### src/rtl/pkt_rx_pkg.sv
package pkt_rx_pkg;

  typedef enum logic [2:0] {
    S_HUNT1, S_HUNT2, S_TYPE, S_LEN, S_PAY, S_CRCH, S_CRCL
  } rx_state_e;

  localparam logic [7:0]  SYNC_A    = 8'hA5;
  localparam logic [7:0]  SYNC_B    = 8'h5A;
  localparam logic [7:0]  TYPE_VSET = 8'h01;
  localparam logic [7:0]  TYPE_VRSP = 8'h02;
  localparam logic [15:0] CRC_INIT  = 16'hFFFF;
  localparam logic [15:0] CRC_POLY  = 16'h1021;
  localparam int          VSET_LEN  = 4;

  // One byte folded into the running CRC, MSB first.
  function automatic logic [15:0] crc_step(input logic [15:0] c, input logic [7:0] d);
    logic [15:0] r;
    r = c ^ {d, 8'h00};
    for (int i = 0; i < 8; i++) begin
      r = r[15] ? ((r << 1) ^ CRC_POLY) : (r << 1);
    end
    return r;
  endfunction

  function automatic logic type_known(input logic [7:0] t);
    return (t == TYPE_VSET) || (t == TYPE_VRSP);
  endfunction

endpackage

### src/rtl/pkt_rx_crc.sv
module pkt_rx_crc
  import pkt_rx_pkg::*;
(
  input  logic        clk,
  input  logic        rst_n,
  input  logic        clr,
  input  logic        en,
  input  logic [7:0]  din,
  output logic [15:0] crc
);
  always_ff @(posedge clk) begin
    if (!rst_n || clr) crc <= CRC_INIT;
    else if (en)       crc <= crc_step(crc, din);
  end
endmodule

### src/rtl/pkt_rx_gap_timer.sv
module pkt_rx_gap_timer #(
  parameter int LIMIT = 16
) (
  input  logic clk,
  input  logic rst_n,
  input  logic armed,
  input  logic busy,
  output logic expire
);
  localparam int W = $clog2(LIMIT + 1);
  logic [W-1:0] cnt;

  assign expire = armed && !busy && (cnt == W'(LIMIT - 1));

  always_ff @(posedge clk) begin
    if (!rst_n || !armed || busy || expire) cnt <= '0;
    else                                    cnt <= cnt + 1'b1;
  end
endmodule

### src/rtl/pkt_rx.sv
module pkt_rx
  import pkt_rx_pkg::*;
#(
  parameter int TIMEOUT_CYC = 16
) (
  input  logic              clk,
  input  logic              rst_n,
  input  logic              in_valid,
  output logic              in_ready,
  input  logic [7:0]        in_data,
  output logic              out_valid,
  input  logic              out_ready,
  output logic [7:0]        out_data,
  output logic              out_last,
  output logic              st_valid,
  output logic              st_good,
  output logic [7:0]        st_type,
  output logic [7:0]        st_len,
  output logic              st_vset_valid,
  output logic [15:0]       st_chan,
  output logic signed [15:0] st_level_mv,
  output logic              st_timeout
);
  localparam int FLD_W = 8 * VSET_LEN;

  rx_state_e         state;
  logic [7:0]        typ_q, len_q, cnt_q, crc_hi_q;
  logic [FLD_W-1:0]  fld_q;
  logic [15:0]       crc_run;
  logic              known, fwd, acc, crc_clr, crc_en, expire, crc_ok;

  assign known     = type_known(typ_q);
  assign fwd       = (state == S_PAY) && known;
  assign in_ready  = fwd ? out_ready : 1'b1;
  assign out_valid = in_valid && fwd;
  assign out_data  = in_data;
  assign out_last  = fwd && (cnt_q == len_q - 8'd1);
  assign acc       = in_valid && in_ready;
  assign crc_clr   = acc && (state == S_HUNT2) && (in_data == SYNC_B);
  assign crc_en    = acc && ((state == S_TYPE) || (state == S_LEN) || (state == S_PAY));
  assign crc_ok    = ({crc_hi_q, in_data} == crc_run);

  pkt_rx_crc crc_i (
    .clk(clk), .rst_n(rst_n), .clr(crc_clr), .en(crc_en), .din(in_data), .crc(crc_run)
  );

  pkt_rx_gap_timer #(.LIMIT(TIMEOUT_CYC)) gap_i (
    .clk(clk), .rst_n(rst_n), .armed(state != S_HUNT1), .busy(in_valid), .expire(expire)
  );

  always_ff @(posedge clk) begin
    if (!rst_n) begin
      state         <= S_HUNT1;
      typ_q         <= '0;
      len_q         <= '0;
      cnt_q         <= '0;
      crc_hi_q      <= '0;
      fld_q         <= '0;
      st_valid      <= 1'b0;
      st_good       <= 1'b0;
      st_type       <= '0;
      st_len        <= '0;
      st_vset_valid <= 1'b0;
      st_chan       <= '0;
      st_level_mv   <= '0;
      st_timeout    <= 1'b0;
    end else begin
      st_valid      <= 1'b0;
      st_vset_valid <= 1'b0;
      st_timeout    <= 1'b0;
      if (expire) begin
        state      <= S_HUNT1;
        st_timeout <= 1'b1;
      end else if (acc) begin
        unique case (state)
          S_HUNT1: if (in_data == SYNC_A) state <= S_HUNT2;
          S_HUNT2: begin
            if (in_data == SYNC_B)      state <= S_TYPE;
            else if (in_data != SYNC_A) state <= S_HUNT1;
          end
          S_TYPE: begin
            typ_q <= in_data;
            state <= S_LEN;
          end
          S_LEN: begin
            len_q <= in_data;
            cnt_q <= '0;
            fld_q <= '0;
            state <= (in_data == 8'd0) ? S_CRCH : S_PAY;
          end
          S_PAY: begin
            cnt_q <= cnt_q + 8'd1;
            if (cnt_q < 8'(VSET_LEN)) fld_q <= {fld_q[FLD_W-9:0], in_data};
            if (cnt_q == len_q - 8'd1) state <= S_CRCH;
          end
          S_CRCH: begin
            crc_hi_q <= in_data;
            state    <= S_CRCL;
          end
          S_CRCL: begin
            state <= S_HUNT1;
            if (known) begin
              st_valid      <= 1'b1;
              st_good       <= crc_ok;
              st_type       <= typ_q;
              st_len        <= len_q;
              st_vset_valid <= crc_ok && (typ_q == TYPE_VSET) && (len_q == 8'(VSET_LEN));
              st_chan       <= fld_q[FLD_W-1:FLD_W-16];
              st_level_mv   <= fld_q[15:0];
            end
          end
          default: state <= S_HUNT1;
        endcase
      end
    end
  end
endmodule

### config.mk
export PLATFORM = sky130hd
export DESIGN_NAME = pkt_rx
export DESIGN_NICKNAME = d
export VERILOG_FILES = /design/src/rtl/pkt_rx_pkg.sv /design/src/rtl/pkt_rx_crc.sv /design/src/rtl/pkt_rx_gap_timer.sv /design/src/rtl/pkt_rx.sv
export SDC_FILE = /design/constraint.sdc
export NUM_CORES = 1
export LEC_CHECK = 0
export ABC_AREA = 1
export BUFFER_PORTS_ARGS = -buffer_cell sky130_fd_sc_hd__buf_4
export CAP_MARGIN = 20
export CELL_PAD_IN_SITES_DETAIL_PLACEMENT = 0
export CELL_PAD_IN_SITES_GLOBAL_PLACEMENT = 1
export CORE_ASPECT_RATIO = 0.6
export CORE_MARGIN = 2
export CORE_UTILIZATION = 45
export DETAILED_ROUTE_END_ITERATION = 10
export PLACE_DENSITY = 0.89
export SLEW_MARGIN = 25
export SYNTH_ARGS = -nofsm -noshare
export SYNTH_HDL_FRONTEND = slang
export SYNTH_HIERARCHICAL = 1
export SYNTH_SLANG_ARGS = --single-unit
### constraint.sdc
create_clock -name clk -period 3.5 [get_ports clk]
set_clock_uncertainty 0.2 [all_clocks]
set_input_delay 0.35 -clock clk [delete_from_list [all_inputs] [get_ports clk]]
set_output_delay 0.35 -clock clk [all_outputs]
set_load 0.005 [all_outputs]
==> metrics.md, run 1 <==
| Metric | Value |
|---|---|
| Status | finished, final reports clean |
| FFs w/ async S/R, synth | 0% |
| Top cell by count, worst path | nor2_1 |
| ANT nets after route | 0 |
| Crit path arrival time | ~2.1 ns |
| Post-route DRC | 0 |
| Crit. End Element | primary output |
| Setup Buffers After CTS | 0 |
| # resized after CTS | 0 |
| Worst slew margin | between 40 and 50% |
| Gate count after technology mapping | approximately 930 |
| Syn avg cell area | between 6 and 7 um^2 |
| RSZ-0062 raised after global routing | no |
| Die width | ~160 um |
| Nets | approximately 1,000 |
| Tmin final | 2.66 ns |
| Worst-path fanout max | 5 |
| Number of synthesized flops with an enable pin | 0 |
| Pin count of the biggest net entering global routing | 67 |
| Cell-by-cell trace of the critical path | inv_1 > ha_1 > nand2_1 > inv_1 > nor2_1 > nand2_1 > nor2_1 > nand3_1 > nor2_1 > nand2_1 > nor2_1 > buf_4 |
| Core area | between 0.01 and 0.015 mm^2 |
| Worst hold slack | around 0.032 ns |
| Gr usage total | between 20% and 30% |
| Io pins | 75 |
| Hold_buf cts | 0 |
| Pwr dens | 657 mW/mm^2 |
| Final period util | roughly three quarters |
| Worst-Skew Late Latency | around 0.42 ns |
| Fmax | approximately 380 MHz |
| Die ar. | 0.0152 mm^2 |
| DRT iter0 DRCs | roughly 420 |
| Port Buffer Count | 74 |
| Final Max Slew Viols | 0 |
| Kind of critical path | flop to primary output |
| Hpwl dp | between 10,000 and 15,000 um |
| Area growth from synthesis to layout | 19.2% |
| Fin area | around 0.0076 mm^2 |
| Max cap viols | 0 |
| Die extent in y | between 90 and 100 um |
| Mapped cell area | between 0.006 and 0.007 mm^2 |
| WL/cell | 13.7 um |
| Layout cells sized above 1 | approximately 14% |
| Tightest Pin Transition | between 0.8 and 0.9 ns |
| Via/cell ratio | between 4 and 5 |
| Maximum vdd ir drop | around 0.00036 V |
| CP max stage delay | around 0.4 ns |
| Hold Violations, Final | 0 |
| Vias | approximately 5,800 |
| CTS clk-pin slew, worst paths | 0.06 ns |
| Placed insts | roughly 1,200 |
| Startpoint Class | flop |
| Setup TNS Final | 0 ns |
| TritonCTS clock tree | yes |
| # diodes | 0 |
| Post-synthesis cell type count | 34 |
| GPL Wtd Cong | just over 0.8 |
| Initial core utilization | about 47% |
| Row count | 33 |
| Clk sinks | 140 |
| Placed Area | 0.00697 mm^2 |
| Vias in the first global route | 5,129 |
| Fin cells | 1,183 |
| Synthesized flop and latch total | 140 |
| Pre-CTS setup slack | slightly below 1 ns |
| Initial antenna violation count | 0 |
| Final count of negative-setup-slack endpoints | 0 |
| Main flop type after synthesis | dfxtp_1 |
| Req. time, crit path | a little under 3 ns |
| Critical-path top delay cell | dfxtp_1 |
| DRT Pass-1 Iters | 5 |
| Htree depth | 4 |
| Congestion Overflow GR | 0 |
| First-pass GRT wire length | between 20,000 and 30,000 um |
| Setup ws final | roughly 0.84 ns |
| CTS Buf Count | 17 |
| Synth Warn # | 6 |
| CTS root buffer | clkbuf_16 |
| Routed WL | about 16,000 um |
| Seq/Total Area, Yosys | a little over two fifths |
| Clock Tree Buf Depth | 2 |
| Leak | roughly 3.5 nW |
| Worst Hold Class | input pin to flop |
| Post-Syn Nets | approximately 940 |
-- flip-flops by register name, summed over array words and instances, names as in the netlist --
register       flops
st_timeout         1
st_chan           16
crc_i/crc         16
st_level_mv       16
gap_i/cnt          5
len_q              8
st_good            1
st_type            8
fld_q             32
state              3
typ_q              8
cnt_q              8
st_vset_valid      1
crc_hi_q           8
st_valid           1
st_len             8
-- per-stage QoR --
stage,power [mW],utilization (%)
after floorplan,2.80,-
after global routing,5.30,55.5
after global placement,3.06,50.7
final,5.01,55.5
after CTS,5.02,55.5
after detailed placement,3.06,50.7
-- path summary, 6_finish.rpt --
check / depth (start not counted) / endpoint / slack (ns) / from
max: 12 / out_last / 0.84 / len_q[0]
min: 3 / st_chan[12] / 0.03 / rst_n
max reg2reg: 12 / st_good / 0.98 / gap_i/cnt[0]
min reg2reg: 1 / gap_i/cnt[0] / 0.26 / gap_i/cnt[0]
-- report_power, final --
part	switching, mW	internal [mW]	total, mW
registers	0.185	1.74	1.93
logic	0.747	0.378	1.12
clock network	0.792	1.17	1.96
-- worst max-delay path, delay by kind of cell (launching register included) --
kind | cells | cell delay (ns)
adder cells (fa/ha/maj) | 1 | 0.34
buffers and inverters | 3 | 0.29
AND/OR/NAND/NOR | 8 | 0.67
flip-flops | 1 | 0.41
-- Yosys cell counts, types with 2 or more instances --
library cell	n	area (um^2)
nor3_1	9	45.0
buf_2	8	40.0
inv_1	68	255
nor3b_1	6	45.0
ha_1	4	50.1
xor2_1	19	166
o21ai_1	5	25.0
nor2_2	4	25.0
xnor2_1	6	52.6
nand4_1	10	62.6
nand3_1	43	215
nor2_1	194	728
o21ai_0	66	330
clkbuf_1	21	78.8
nand2_1	215	807
inv_2	7	26.3
o211ai_1	2	15.0
nand2_2	11	68.8
a21oi_1	57	285
buf_4	17	128
or2_1	2	12.5
buf_6	2	22.5
dfxtp_1	140	2800
-- layout by cell type (no fill, tap or decap), types with 4 or more instances in the layout --
cell / instances
nand2_1: 215
nor2_1: 194
dfxtp_1: 140
buf_4: 81
inv_1: 68
o21ai_0: 66
a21oi_1: 57
nand3_1: 43
xor2_1: 19
clkbuf_16: 17
nand2_2: 11
nand4_1: 10
nor3_1: 9
inv_2: 7
xnor2_1: 6
nor3b_1: 6
o21ai_1: 5
nor2_2: 4
ha_1: 4
inv_6: 4
clkinv_8: 4
-- layout make-up --
type,count,area (um^2)
clock inverter,15,230
multi-input combinational,663,3040
inverter,75,282
tap,192,240
sequential,140,2800
timing repair buffer,81,608
clock buffer,17,425
fill,1309,6120
-- per-layer routing --
metal	track usage (%)	up-vias	wire (um)	share of wire, %
met5	0	-	0	0
met4	5.08	0	99	0.61
met3	4.37	10	1020	6.3
met2	30.4	145	6270	39
met1	35.2	2652	8800	54
li1	-	3027	-	-
-- logic make-up (layout without fill, tap and decap cells) --
kind of cell / count (synthesis) / in the layout / share of synthesized area (%)
AOI/OAI and AO/OA: 132 / 132 / 10.5
xor gates and xnor gates: 26 / 26 / 3.68
adders and majority gates: 4 / 4 / 0.783
buffers and inverters: 124 / 188 / 8.67
DFF: 140 / 140 / 43.8
and+or+nand+nor: 501 / 501 / 32.6
Note: power is estimated with default switching activity, not from simulation.
==> run 2, diff against run 1 <==
Settings changed: ABC_AREA 1 to 0, PLACE_DENSITY 0.89 to 0.84.
Clock period 3.5 ns to 2.55 ns, I/O delays scaled along.
==> metrics.md, run 2 <==
| Metric | Value |
|---|---|
| Status | complete, but fails checks |
| Failing checks | negative setup slack |
| Io pins | 75 |
| Cells on worst reg2reg path | 11 |
| Vias | around 5,000 |
| Synth area leader | dfxtp_1 |
| WP buf/inv | 1 |
| Port Buffer Count | between 70 and 80 |
| Hold depth | 3 |
| DRT Pass-1 Iters | 5 |
| Critical path depth | 6 |
| Htree depth | 4 |
| Kind of critical path | flop to primary output |
| Tmin final | approximately 2.8 ns |
| Pwr dens | 611 mW/mm^2 |
| FFs w/ async S/R, synth | 0% |
| Leading cell types in the layout, fill and taps excluded | 137 x dfxtp_1, 106 x nand2_1, 102 x buf_4, 59 x nor2b_1, 42 x a21boi_0 |
| Seq/Total Area, Yosys | between 40% and 50% |
| Congestion Overflow GR | 0 |
| Die extent in y | 95.4 um |
| Synthesized flop and latch total | 140 |
| Max cap viols | 0 |
| Fmax | roughly 360 MHz |
| Pre-CTS setup slack | -0.0128 ns |
| Req. time, crit path | about 2.1 ns |
| Number of synthesized flops with an enable pin | 0 |
| Ranking of synthesized cells by area | dfxtp_1 45%, nand2_1 6.4%, nor2b_1 6.0% |
| Syn avg cell area | between 9 and 10 um^2 |
| Vias in the first global route | approximately 4,700 |
| Leak | roughly 3.1 nW |
| Pin count of the biggest net entering global routing | 63 |
| Hpwl dp | ~10,000 um |
| Crit. End Element | primary output |
| TritonCTS clock tree | yes |
| Core area | between 0.01 and 0.015 mm^2 |
| Clk sinks | 140 |
| Worst Hold Class | input pin to flop |
| Row count | 33 |
| Die width | 156 um |
| CTS root buffer | clkbuf_16 |
| Via/cell ratio | ~5.2 |
| Final period util | 108% |
| Startpoint Class | flop |
| Crit path arrival time | approximately 2.3 ns |
| Maximum vdd ir drop | 0.000365 V |
| Worst slew margin | a little under two thirds |
| DRT iter0 DRCs | ~380 |
| Post-synthesis cell type count | slightly above 60 |
| Placed insts | between 800 and 900 |
| Most common cell in the synthesized netlist | dfxtp_1 |
| # diodes | 0 |
| Post-synth top cells | 140 x dfxtp_1, 107 x nand2_1, 60 x nor2b_1 |
| Critical-path top delay cell | or4_4 |
| Fin area | roughly 0.0081 mm^2 |
| Gate count after technology mapping | 661 |
| Layout cells sized above 1 | between 20% and 30% |
| Most common cell after layout, fill and taps aside | dfxtp_1 |
| First-pass GRT wire length | 24,600 um |
| Final count of negative-setup-slack endpoints | 1 |
| Post-route DRC | 0 |
| Area growth from synthesis to layout | 29.0% |
| WL/cell | about 17 um |
| Max reg flops | 32 |
| Mapped cell area | roughly 0.0063 mm^2 |
| Initial antenna violation count | 0 |
| Setup TNS Final | -0.215 ns |
| Placed Area | between 0.007 and 0.008 mm^2 |
| Setup ws final | -0.215 ns |
| Initial core utilization | a little under half |
| Tightest Pin Transition | 0.542 ns |
| GPL Wtd Cong | roughly 0.85 |
| Die ar. | about 0.015 mm^2 |
| Worst-Skew Late Latency | roughly 0.42 ns |
| Overall power | ~5 mW |
| Synth Warn # | 6 |
| Main flop type after synthesis | dfxtp_1 |
| Final Max Slew Viols | 0 |
| Clock Tree Buf Depth | 2 |
| CTS clk-pin slew, worst paths | roughly 0.06 ns |
| Yosys top cell area share | between 40% and 50% |
| Gr usage total | 21.3% |
| Cell-by-cell trace of the critical path | or4_4 > nor4_4 > xnor2_1 > or4_1 > nor2_2 > buf_4 |
| RSZ-0062 raised after global routing | yes |
| CP max stage delay | about 0.57 ns |
| Hold Violations, Final | 0 |
| Nets | between 700 and 800 |
| Worst-path fanout max | 2 |
| CTS Buf Count | 17 |
| Routed WL | approximately 16,000 um |
| Crit path max-delay family | simple AND/OR/NAND/NOR gates |
| Fin cells | 933 |
| Post-Syn Nets | ~680 |
| ANT nets after route | 0 |
| Most flop-heavy register | fld_q |
[run 2: changes by cell type in the layout (fill, tap and decap cells not counted), moves of 10 or more]
cell,change
mux2i_1,+23
inv_1,-65
o21ai_0,-60
nor2_1,-167
xnor2_1,+10
buf_4,+21
nand2_1,-109
a21boi_0,+42
a21oi_1,-41
a22oi_2,+25
nor2b_1,+59
nand2_2,-10
xor2_1,+10
nand3_1,-39
[run 2: power breakdown]
part / leakage, nW / internal [mW] / total (mW) / switching, mW
logic: 1.71 / 0.0947 / 0.189 / 0.0943
clock network: 0.300 / 1.56 / 2.55 / 0.998
registers: 1.13 / 2.19 / 2.19 / 0.000236
total: 3.14 / 3.84 / 4.93 / 1.09
[run 2: layout make-up]
class	count	area [um^2]
Fill cell	1154	5550
Multi-Input combinational cell	465	3430
Sequential cell	140	2810
Timing Repair Buffer	114	981
Clock buffer	17	425
Tap cell	175	219
Clock inverter	15	185
Inverter	7	26.3
[run 2: what timing repair did]
action,4_1_cts,5_1_grt
pin swaps,5,8
setup endpoints to repair,57,71
hold buffers,2,0
resized for setup,20,34
buffers inserted,1,0
hold endpoints to repair,5,0
cloned,1,2
[run 2: worst paths after layout]
check	slack [ns]	endpoint	startpoint
worst max register to register	0.05	fld_q[18]	gap_i/cnt[0]
worst min register to register	0.25	gap_i/cnt[0]	gap_i/cnt[0]
worst min-delay path	0.01	fld_q[5]	in_data[5]
worst max-delay path	-0.21	out_last	len_q[3]
[run 2: cell families after synthesis]
| kind of cell | count (synthesis) | synth area share, % |
|---|---|---|
| adders and majority gates | 4 | 0.800 |
| DFF | 140 | 44.8 |
| AOI/OAI and AO/OA | 119 | 13.7 |
| muxes | 23 | 3.68 |
| and+or+nand+nor | 260 | 21.6 |
| xor gates and xnor gates | 59 | 11.3 |
| buffers and inverters | 56 | 4.18 |
[run 2: per-stage QoR]
| stage | util (%) | hold slack [ns] |
|---|---|---|
| after global routing | 59.2 | 0.0248 |
| final | 59.2 | 0.0124 |
| after CTS | 57.7 | 0.0140 |
| after global placement | 52.2 | 0.240 |
| after floorplan | - | 0.215 |
| after detailed placement | 52.2 | 0.254 |
[run 2: per-layer routing]
layer  up-vias  share of wire, %  routed length (um)  GRT usage (%)
li1       2425                 -                   -              -
met1      2329                52                8050           31.3
met4         0              0.68                 106           6.27
met5         -                 0                   0              0
met2       125                43                6660           32.0
met3        14               4.9                 758           3.95
[run 2: worst min-delay path, delay by kind of cell]
kind,cells,cell delay [ns]
buffers and inverters,1,0.17
AND/OR/NAND/NOR,1,0.10
AO/OA/AOI/OAI,1,0.07
==> run 3, diff against run 2 <==
Settings changed: CORE_UTILIZATION 45 to 40, GPL_TIMING_DRIVEN from default to 0, PLACE_DENSITY 0.84 to 0.79.
Clock period 2.55 ns to 2.4 ns, I/O delays scaled along.
==> metrics.md, run 3 (synthesis gave the netlist of run 2 again) <==
| Metric | Value |
|---|---|
| Post-layout util | roughly three fifths |
| Row count | 35 |
| Via/cell ratio | 5.35 |
| Io pins | between 70 and 80 |
| Most flop-heavy register | fld_q |
| Core area | about 0.015 mm^2 |
| Pre-CTS setup slack | -0.846 ns |
| CTS root buffer | clkbuf_16 |
| WL/cell | approximately 19 um |
| DRT Pass-1 Iters | 5 |
| Req. time, crit path | approximately 2.0 ns |
| Failing checks | negative hold slack, negative setup slack |
| RSZ-0062 raised after global routing | yes |
| Final count of negative-setup-slack endpoints | 75 |
| Combinational share of power | 4.2% |
| Switching Fraction | 21.1% |
| Clock power frac | 52.7% |
| ANT nets after route | 0 |
| Hold Violations, Final | 1 |
| Fin cells | about 1,000 |
| Maximum vdd ir drop | approximately 0.00040 V |
| Leak | 3.73 nW |
| Pin count of the biggest net entering global routing | 17 |
| Setup ws final | -0.453 ns |
| GPL Wtd Cong | ~0.84 |
| FF-to-FF Start | gap_i/cnt[1] |
| Final period util | 119% |
| CTS clk-pin slew, worst paths | around 0.06 ns |
| Switching pwr | about 1.1 mW |
| Seq pwr share | around 43% |
| Final Max Slew Viols | 0 |
| Layout cells sized above 1 | 44.9% |
| CTS Buf Count | 17 |
| Cell-by-cell trace of the critical path | inv_2 > ha_4 > buf_4 > nand2b_1 > o211ai_1 > a31oi_1 > or4_4 > nor2_4 > buf_6 |
| Hpwl dp | roughly 12,000 um |
| Setup TNS Final | -3.72 ns |
| Worst-path fanout max | 5 |
| Port Buffer Count | 74 |
| Crit path arrival time | 2.41 ns |
| Placed Area | 0.00708 mm^2 |
| Tmin final | roughly 2.9 ns |
| Htree depth | 4 |
| Crit path from | len_q[0] |
| Fillers | between 1,000 and 1,500 |
| Die width | about 170 um |
| Clock Tree Buf Depth | 2 |
| Max cap viols | 0 |
| Area growth from synthesis to layout | 49.2% |
| Clk sinks | between 100 and 150 |
| Worst slew margin | 56.5% |
| TritonCTS clock tree | yes |
| Vias | between 5,000 and 6,000 |
| Max reg flops | 32 |
| Nets | 813 |
| Critical-path top delay cell | or4_4 |
| Die ar. | 0.0167 mm^2 |
| Crit. End Element | primary output |
| Initial antenna violation count | 1 |
| Worst hold slack | -0.00288 ns |
| Worst Hold Class | input pin to flop |
| Pwr dens | 577 mW/mm^2 |
| Kind of critical path | flop to primary output |
| Routed WL | slightly below 20,000 um |
| Crit path max-delay family | simple AND/OR/NAND/NOR gates |
| Die extent in y | 101 um |
| Fin area | between 0.009 and 0.01 mm^2 |
| Vias in the first global route | 5,124 |
| First-pass GRT wire length | 27,900 um |
| Most common cell after layout, fill and taps aside | dfxtp_1 |
| Hold Path Origin | in_data[2] |
| Placed insts | between 900 and 1,000 |
| Status | complete, but fails checks |
| Gr usage total | between 20% and 30% |
| Overall power | ~5.4 mW |
| DRT iter0 DRCs | ~350 |
| Worst-Skew Late Latency | roughly 0.42 ns |
| Post-route DRC | 0 |
| Startpoint Class | flop |
| Tightest Pin Transition | between 0.6 and 0.7 ns |
| Congestion Overflow GR | 0 |
| Fmax | 351 MHz |
| CP max stage delay | between 0.5 and 0.6 ns |
| WP buf/inv | 3 |
| Initial core utilization | 40.8% |
| P_int | 4.25 mW |
| Leading cell types in the layout, fill and taps excluded | 131 x dfxtp_1, 102 x buf_4, 59 x nor2b_1, 41 x nand2_2, 39 x nand2_1 |
run 3: changes by cell type in the layout (fill, tap and decap cells not counted), sizes merged:
cell	change
inv	-3
clkinvlp	+1
clkinv	-4
bufinv	+1
clkbuf	+32
buf	+24
diode	+1
run 3: repair_timing:
item                                    4_1_cts  5_1_grt
pin swaps                                    77       80
hold buffers                                  2        0
setup buffers                                25       16
endpoints found under the setup margin      127      119
cloned                                        6        9
gates resized for setup                     178      180
endpoints found under the hold margin         6        0
run 3: area by class of cell:
cell class	instances	area (um^2)	area share, %
sequential	140	2820	30.2
clock buffer	21	470	5.04
antenna	1	2.50	0.0268
buffer	42	377	4.03
inverter	7	30.0	0.322
tap	203	254	2.72
multi-input combinational	465	3990	42.7
clock inverter	10	163	1.74
timing repair buffer	124	1230	13.2
run 3: layer usage:
metal / GRT usage (%) / vias up / routed length, um
met2: 31.6 / 187 / 8380
met1: 32.1 / 2660 / 9210
met3: 6.87 / 23 / 1430
met4: 5.70 / 0 / 233
li1: - / 2549 / -
met5: 0 / - / 0
run 3: worst register-to-register path: stages (launching register included):
cell	delay, ns
dfxtp_2	0.33
ha_4	0.15
and3_4	0.15
ha_4	0.15
and3b_2	0.22
nor2b_4	0.18
nand2_4	0.09
or3_4	0.37
clkbuf_16	0.19
buf_8	0.14
nand2_4	0.05
o21ai_2	0.05
and2_1	0.16
run 3: final timing paths:
path                                    end  slack [ns]  cells past startpoint
worst max-delay path               out_last       -0.45                      9
worst max register to register      st_good       -0.16                     12
worst min register to register  st_chan[12]        0.26                      2
worst min-delay path               fld_q[2]      -0.003                      3
run 3: power groups by stage:
stage	Clock, mW	Combinational [mW]	Sequential (mW)
floorplan	0	0.121	2.38
global placement	0	0.201	2.38
detailed placement	0	0.203	2.38
CTS	2.85	0.214	2.32
global route	2.97	0.242	2.32
finish	2.84	0.226	2.32
